===== src/rtl/snd_bridge_pkg.sv =====
package snd_bridge_pkg;
    localparam int unsigned DW        = 8;
    localparam int unsigned AW        = 16;
    localparam int unsigned IW        = 4;
    localparam int unsigned REG_COUNT = 15;
    localparam int unsigned CH_COUNT  = 3;
    localparam int unsigned PER_W     = 12;
    localparam int unsigned AMP_W     = 5;

    localparam logic [AW-1:0] WIDE_SEL_ADDR   = 16'hFFFD;
    localparam logic [AW-1:0] WIDE_DAT_ADDR   = 16'hBFFD;
    localparam logic [7:0]    NARROW_SEL_ADDR = 8'hF5;
    localparam logic [7:0]    NARROW_DAT_ADDR = 8'hF6;

    localparam int unsigned NOISE_REG  = 6;
    localparam int unsigned MIX_REG    = 7;
    localparam int unsigned AMP_BASE   = 8;
    localparam int unsigned ENV_LO     = 11;
    localparam int unsigned ENV_HI     = 12;
    localparam int unsigned SHAPE_REG  = 13;
    localparam int unsigned IO_REG     = 14;
    localparam int unsigned IO_DIR_BIT = 6;

    localparam logic [DW-1:0] VOID_READ = 8'hFF;

    typedef enum logic [1:0] {
        CMD_NONE,
        CMD_SELECT,
        CMD_STORE,
        CMD_FETCH
    } cmd_e;

    typedef enum logic [1:0] {
        ST_IDLE,
        ST_SELECT,
        ST_STORE,
        ST_FETCH
    } state_e;

    // Bits each register keeps; the rest read as zero.
    function automatic logic [DW-1:0] field_mask(input int unsigned idx);
        case (idx)
            1, 3, 5, 13:  return 8'h0F;
            6, 8, 9, 10:  return 8'h1F;
            default:      return 8'hFF;
        endcase
    endfunction
endpackage


===== src/rtl/snd_port_decode.sv =====
module snd_port_decode
    import snd_bridge_pkg::*;
(
    input  logic [AW-1:0] addr,
    input  logic          wr,
    input  logic          rd,
    output cmd_e          cmd
);
    logic sel_hit;
    logic dat_hit;

    always_comb begin
        sel_hit = (addr == WIDE_SEL_ADDR) || (addr[7:0] == NARROW_SEL_ADDR);
        dat_hit = (addr == WIDE_DAT_ADDR) || (addr[7:0] == NARROW_DAT_ADDR);
        cmd     = CMD_NONE;
        if (wr) begin
            // a write strobe always wins over a simultaneous read
            if (sel_hit)      cmd = CMD_SELECT;
            else if (dat_hit) cmd = CMD_STORE;
        end else if (rd && sel_hit) begin
            cmd = CMD_FETCH;
        end
    end
endmodule


===== src/rtl/snd_line_sync.sv =====
module snd_line_sync #(
    parameter int unsigned LINES  = 2,
    parameter int unsigned STAGES = 2
) (
    input  logic             clk,
    input  logic             rst_n,
    input  logic [LINES-1:0] line_i,
    output logic [LINES-1:0] line_o
);
    for (genvar l = 0; l < LINES; l++) begin : g_line
        logic [STAGES-1:0] shift_q;
        always_ff @(posedge clk or negedge rst_n) begin
            if (!rst_n) shift_q <= '1;
            else        shift_q <= {shift_q[STAGES-2:0], line_i[l]};
        end
        assign line_o[l] = shift_q[STAGES-1];
    end
endmodule


===== src/rtl/snd_regfile.sv =====
module snd_regfile
    import snd_bridge_pkg::*;
#(
    parameter int unsigned REGS = REG_COUNT
) (
    input  logic                     clk,
    input  logic                     rst_n,
    input  logic                     we,
    input  logic [IW-1:0]            widx,
    input  logic [DW-1:0]            wdata,
    output logic [REGS-1:0][DW-1:0]  regs_o
);
    for (genvar g = 0; g < REGS; g++) begin : g_reg
        localparam logic [DW-1:0] KEEP = field_mask(g);
        logic [DW-1:0] q;
        always_ff @(posedge clk or negedge rst_n) begin
            if (!rst_n)                          q <= '0;
            else if (we && (widx == IW'(g)))     q <= wdata & KEEP;
        end
        assign regs_o[g] = q;
    end
endmodule


===== src/rtl/snd_stereo_route.sv =====
module snd_stereo_route
    import snd_bridge_pkg::*;
(
    input  logic                            acb,
    input  logic [CH_COUNT-1:0][PER_W-1:0]  period_i,
    input  logic [CH_COUNT-1:0][AMP_W-1:0]  amp_i,
    input  logic [CH_COUNT-1:0]             tone_i,
    input  logic [CH_COUNT-1:0]             noise_i,
    output logic [CH_COUNT-1:0][PER_W-1:0]  period_o,
    output logic [CH_COUNT-1:0][AMP_W-1:0]  amp_o,
    output logic [CH_COUNT-1:0]             tone_o,
    output logic [CH_COUNT-1:0]             noise_o
);
    // position p takes channel p, except that the two outer-right
    // positions trade places in the alternate order
    for (genvar p = 0; p < CH_COUNT; p++) begin : g_pos
        localparam int unsigned SWAP = (p == 1) ? 2 : ((p == 2) ? 1 : p);
        assign period_o[p] = acb ? period_i[SWAP] : period_i[p];
        assign amp_o[p]    = acb ? amp_i[SWAP]    : amp_i[p];
        assign tone_o[p]   = acb ? tone_i[SWAP]   : tone_i[p];
        assign noise_o[p]  = acb ? noise_i[SWAP]  : noise_i[p];
    end
endmodule


===== src/rtl/snd_reg_bridge.sv =====
module snd_reg_bridge
    import snd_bridge_pkg::*;
#(
    parameter int unsigned SYNC_STAGES = 2
) (
    input  logic        clk,
    input  logic        rst_n,
    input  logic [15:0] io_addr,
    input  logic        io_wr,
    input  logic        io_rd,
    input  logic [7:0]  io_wdata,
    output logic [7:0]  io_rdata,
    output logic        io_rvalid,
    input  logic        stereo_acb,
    input  logic        sda_in,
    input  logic        scl_in,
    output logic        sda_pull_low,
    output logic        scl_pull_low,
    output logic [11:0] left_period,
    output logic [11:0] mid_period,
    output logic [11:0] right_period,
    output logic [4:0]  left_amp,
    output logic [4:0]  mid_amp,
    output logic [4:0]  right_amp,
    output logic        left_tone_on,
    output logic        mid_tone_on,
    output logic        right_tone_on,
    output logic        left_noise_on,
    output logic        mid_noise_on,
    output logic        right_noise_on,
    output logic [4:0]  noise_period,
    output logic [15:0] env_period,
    output logic [3:0]  env_shape,
    output logic        env_restart
);
    cmd_e                          cmd;
    state_e                        state_q;
    state_e                        state_d;
    logic [DW-1:0]                 cap_q;
    logic [IW-1:0]                 idx_q;
    logic [DW-1:0]                 rdata_q;
    logic                          rvalid_q;
    logic                          restart_q;
    logic                          store_en;
    logic [DW-1:0]                 raw_val;
    logic [DW-1:0]                 rd_val;
    logic [1:0]                    line_s;
    logic [REG_COUNT-1:0][DW-1:0]  regs;

    logic [CH_COUNT-1:0][PER_W-1:0] ch_period;
    logic [CH_COUNT-1:0][AMP_W-1:0] ch_amp;
    logic [CH_COUNT-1:0]            ch_tone;
    logic [CH_COUNT-1:0]            ch_noise;
    logic [CH_COUNT-1:0][PER_W-1:0] pos_period;
    logic [CH_COUNT-1:0][AMP_W-1:0] pos_amp;
    logic [CH_COUNT-1:0]            pos_tone;
    logic [CH_COUNT-1:0]            pos_noise;

    snd_port_decode u_decode (
        .addr (io_addr),
        .wr   (io_wr),
        .rd   (io_rd),
        .cmd  (cmd)
    );

    // Next state follows the command decoded this cycle.
    always_comb begin
        unique case (cmd)
            CMD_NONE:   state_d = ST_IDLE;
            CMD_SELECT: state_d = ST_SELECT;
            CMD_STORE:  state_d = ST_STORE;
            CMD_FETCH:  state_d = ST_FETCH;
        endcase
    end

    always_ff @(posedge clk or negedge rst_n) begin
        if (!rst_n) begin
            state_q <= ST_IDLE;
            cap_q   <= '0;
        end else begin
            state_q <= state_d;
            cap_q   <= io_wdata;
        end
    end

    // Actions committed by the state that was entered on the last edge.
    always_ff @(posedge clk or negedge rst_n) begin
        if (!rst_n) begin
            idx_q     <= '0;
            rdata_q   <= '0;
            rvalid_q  <= 1'b0;
            restart_q <= 1'b0;
        end else begin
            rvalid_q  <= 1'b0;
            restart_q <= 1'b0;
            unique case (state_q)
                ST_IDLE:   ;
                ST_SELECT: idx_q <= cap_q[IW-1:0];
                ST_STORE:  restart_q <= (idx_q == IW'(SHAPE_REG));
                ST_FETCH: begin
                    rdata_q  <= rd_val;
                    rvalid_q <= 1'b1;
                end
            endcase
        end
    end

    assign store_en = (state_q == ST_STORE) && (idx_q < IW'(REG_COUNT));

    snd_regfile #(
        .REGS (REG_COUNT)
    ) u_regs (
        .clk    (clk),
        .rst_n  (rst_n),
        .we     (store_en),
        .widx   (idx_q),
        .wdata  (cap_q),
        .regs_o (regs)
    );

    snd_line_sync #(
        .LINES  (2),
        .STAGES (SYNC_STAGES)
    ) u_sync (
        .clk    (clk),
        .rst_n  (rst_n),
        .line_i ({scl_in, sda_in}),
        .line_o (line_s)
    );

    always_comb begin
        raw_val = VOID_READ;
        for (int i = 0; i < REG_COUNT; i++) begin
            if (idx_q == IW'(i)) raw_val = regs[i];
        end
        if (idx_q == IW'(IO_REG)) rd_val = {raw_val[7:2], line_s};
        else                      rd_val = raw_val;
    end

    assign io_rdata  = rdata_q;
    assign io_rvalid = rvalid_q;

    assign sda_pull_low = regs[MIX_REG][IO_DIR_BIT] & ~regs[IO_REG][0];
    assign scl_pull_low = regs[MIX_REG][IO_DIR_BIT] & ~regs[IO_REG][1];

    for (genvar c = 0; c < CH_COUNT; c++) begin : g_chan
        assign ch_period[c] = {regs[2*c+1][3:0], regs[2*c]};
        assign ch_amp[c]    = regs[AMP_BASE+c][AMP_W-1:0];
        assign ch_tone[c]   = ~regs[MIX_REG][c];
        assign ch_noise[c]  = ~regs[MIX_REG][CH_COUNT+c];
    end

    snd_stereo_route u_route (
        .acb      (stereo_acb),
        .period_i (ch_period),
        .amp_i    (ch_amp),
        .tone_i   (ch_tone),
        .noise_i  (ch_noise),
        .period_o (pos_period),
        .amp_o    (pos_amp),
        .tone_o   (pos_tone),
        .noise_o  (pos_noise)
    );

    assign left_period    = pos_period[0];
    assign mid_period     = pos_period[1];
    assign right_period   = pos_period[2];
    assign left_amp       = pos_amp[0];
    assign mid_amp        = pos_amp[1];
    assign right_amp      = pos_amp[2];
    assign left_tone_on   = pos_tone[0];
    assign mid_tone_on    = pos_tone[1];
    assign right_tone_on  = pos_tone[2];
    assign left_noise_on  = pos_noise[0];
    assign mid_noise_on   = pos_noise[1];
    assign right_noise_on = pos_noise[2];

    assign noise_period = regs[NOISE_REG][4:0];
    assign env_period   = {regs[ENV_HI], regs[ENV_LO]};
    assign env_shape    = regs[SHAPE_REG][3:0];
    assign env_restart  = restart_q;
endmodule


===== config.mk =====
export PLATFORM = sky130hd
export DESIGN_NAME = snd_reg_bridge
export DESIGN_NICKNAME = d
export VERILOG_FILES = /design/src/rtl/snd_bridge_pkg.sv /design/src/rtl/snd_port_decode.sv /design/src/rtl/snd_line_sync.sv /design/src/rtl/snd_regfile.sv /design/src/rtl/snd_stereo_route.sv /design/src/rtl/snd_reg_bridge.sv
export SDC_FILE = /design/constraint.sdc
export NUM_CORES = 1
export LEC_CHECK = 0
export ABC_AREA = 1
export BUFFER_PORTS_ARGS = -buffer_cell sky130_fd_sc_hd__buf_2
export CAP_MARGIN = 5
export CORE_MARGIN = 8
export CORE_UTILIZATION = 30
export DETAILED_ROUTE_END_ITERATION = 12
export SLEW_MARGIN = 10
export SYNTH_ARGS = -nofsm -noshare
export SYNTH_HDL_FRONTEND = slang
export SYNTH_SLANG_ARGS = --single-unit

===== constraint.sdc =====
create_clock -name clk -period 4.6 [get_ports clk]
set_input_delay 0.46 -clock clk [delete_from_list [all_inputs] [get_ports clk]]
set_output_delay 0.46 -clock clk [all_outputs]
set_load 0.1 [all_outputs]

==> flow_metrics.tcl <==
set metrics [dict create \
    status "complete, no violations" \
    skew_ns 0.0103 \
    die_area_um2 25000 \
    crit_fanout 76 \
    grt_max_degree 77 \
    slew_headroom_pct 27.9 \
    hold_buffers 0 \
    finalWirelength_um 18000 \
    tns_ns 0 \
    p_int_uw 2160 \
    worstHoldPathType "in2async" \
    drc 0 \
    seq_power_share_pct 34.5 \
    tritoncts "done" \
    hpwl_um 13200 \
    cts.clk_slew.worst_paths_ns 0.06 \
    crit_type "in2out" \
    drv_slew 0 \
    yosysSeqAreaShare_pct 49.6 \
    post-place-ws_ns 2.04 \
    drt-pass1-iter-count 5 \
    floorplan.rows 52 \
    drv_cap 0 \
    worstPathCellList "buf_2 -> nand2_1 -> o21ai_0 -> buf_2" \
    grt_pass1_vias 5047 \
    start_kind "primary input" \
    die_h_um 158 \
    critPathTopFamily "buffers and inverters" \
    wl_per_cell_um 15.5 \
    vias_per_cell 4.52 \
    power.total_uw 3420 \
    ant_nets 0 \
    overflow 0 \
    powerDensity_nw_per_um2 472 \
    power_switching_uw 1250 \
    cpMaxStageDelayCell "buf_2" \
    cp_num_buf_inv 2 \
    gp_congestion 0.824 \
    vias 5225 \
    ir_drop_mv 0.175 \
    slowest_delay_ns 0.80 \
    synthesis.area_um2 6060 \
    htree_levels 4 \
    synth.distinct_cells 29 \
    postCtsResizedCells 0 \
    worstPathRequired_ns 4.14 \
    setup_ws_ns 2.03 \
    post_cts_buffers 0 \
    ys_ff_latch 120 \
    crit_top_cell "buf_2" \
    drt_iter0_drc 408 \
    synth_fp_nets 824 \
    port-buffer-count 124 \
    worstSetupEndpointType "output pin" \
    rsz0062_at_grt "no" \
    n_antenna_cell 0 \
    worstSkewPairLatency_ns 0.43 \
    setup_viol 0 \
    drive_gt1_share_pct 21.1 \
    cts-root-buf "clkbuf_16" \
    grt_pass1_wl_um 28000 \
    tightest_slew_ns 1.08 \
    initial_core_util_pct 30.3 \
    p_leak_uw 0.00360 \
    timing.final.crit_share_pct 55.9 \
    dieWidth_um 158 \
    syn_area_per_cell_um2 7.64 \
    nNetsFinal 903 \
    fin_hold_ws_ns 0.0918 \
    area_growth_pct 19.4 \
    p_sw_share_pct 36.7 \
    antenna_found_initial 0 \
    crit_arrival_ns 2.11 \
    hold_viol_final 0 \
    cts.sink_count 120 \
    cts_buffers 17 \
    grt_usage_pct 14.8 \
    syn_inst 793 \
    cts_buffer_depth 2 \
    clkPwrFrac_pct 40.8 \
    io_pins 125 \
    core_region_area_um2 20000 \
    fmax_ghz 0.389 \
    ys_warn_count 0 \
    combPwrFrac_pct 24.7 \
    period_minus_slack_ns 2.57 \
]
-- cells in the mapped netlist (all sizes together) --
cell | count | area, um2
nand2 | 258 | 986
o21ai | 138 | 691
dfrtp | 116 | 2900
inv | 90 | 338
nor2 | 56 | 248
buf | 50 | 359
a21oi | 19 | 95.1
clkbuf | 16 | 60.1
nand3 | 16 | 80.1
nand4 | 8 | 50.1
dfstp | 4 | 105
nand3b | 4 | 30.0
nor3 | 4 | 20.0
o211ai | 4 | 30.0
o22ai | 3 | 18.8
or2 | 3 | 18.8
a211o | 1 | 8.76
a22oi | 1 | 7.51
a31oi | 1 | 6.26
o21a | 1 | 7.51
-- cells in the final DEF (no fill, tap or decap), types with 4 or more instances in the layout --
master and n:
nand2_1 251, o21ai_0 133, buf_2 123, dfrtp_1 116
inv_1 81, nor2_1 47, a21oi_1 19, clkbuf_16 17
nand3_1 16, inv_2 9, nand4_1 8, nand2_2 7
nor2_2 6, o21ai_1 5, nand3b_1 4, nor3_1 4
o211ai_1 4, dfstp_2 4
-- cells by family (layout without fill, tap and decap cells) --
family,after synthesis,count (layout),synth area share (%)
and+or+nand+nor,349,349,23.6
AOI/OAI and AO/OA,168,168,14.3
DFF,120,120,49.6
buffers and inverters,156,248,12.5
-- metal layers --
metal	part of all wire [%]	GRT usage, %	up-vias	routed length (um)
li1	-	-	2631	-
met1	46	19.6	2447	8270
met2	46	22.9	129	8290
met3	6.5	3.99	18	1170
met4	1.3	4.98	0	225
met5	0	0	-	0
-- registers in the layout (all words and copies together), names as in the netlist --
| name | cells |
|---|---|
| u_regs.g.q | 92 |
| cap_q | 8 |
| io_rdata | 8 |
| idx_q | 4 |
| u_sync.g_line.shift_q | 4 |
| state_q | 2 |
| env_restart | 1 |
| io_rvalid | 1 |
-- power groups by stage --
| stage | Combinational [uW] | Clock [uW] | Sequential (uW) |
|---|---|---|---|
| 2_1_floorplan | 710 | 0 | 1190 |
| 3_3_place_gp | 847 | 0 | 1200 |
| 3_5_place_dp | 852 | 0 | 1200 |
| 4_1_cts | 854 | 1410 | 1180 |
| 5_1_grt | 909 | 1460 | 1190 |
| 6_report | 844 | 1390 | 1180 |
-- per-stage QoR --
stage | area, um2 | cells | util, %
after CTS | 7240 | 1155 | 36.1
after detailed placement | 6620 | 1123 | 33.0
after global placement | 6620 | 1123 | 33.0
after floorplan | 6060 | 793 | -
after global routing | 7240 | 1155 | 36.1
final | 7240 | 1155 | 36.1
-- final timing paths --
path                                        startpoint                           to  slack, ns  cells past startpoint
min reg2reg                u_sync.g_line[0].shift_q[0]  u_sync.g_line[0].shift_q[1]       0.35                      0
max in group asynchronous                        rst_n  u_sync.g_line[0].shift_q[0]       3.48                      2
max                                         stereo_acb              right_period[6]       2.03                      4
max reg2reg                                   idx_q[0]        u_regs.g_reg[12].q[0]       2.45                      6
min in group clk                                scl_in  u_sync.g_line[1].shift_q[0]       0.13                      1
min                                              rst_n                     cap_q[5]       0.09                      1
-- final cells by class --
class | instances | area, um2
clock inverters | 11 | 146
clock buffers | 21 | 470
multi-input cells | 517 | 2300
well taps | 270 | 338
inverters | 90 | 338
repair buffers | 126 | 638
fillers | 2164 | 12800
flip-flops and latches | 120 | 3010
-- worst reg2reg max path, stage by stage, from the launching register on --
cell and delay, ns:
dfrtp_1 0.48, nand2_1 0.25, o21ai_1 0.13, inv_1 0.42, nand2_1 0.48, nand2_1 0.15, o21ai_0 0.09
Note: power is estimated with default switching activity, not from simulation.
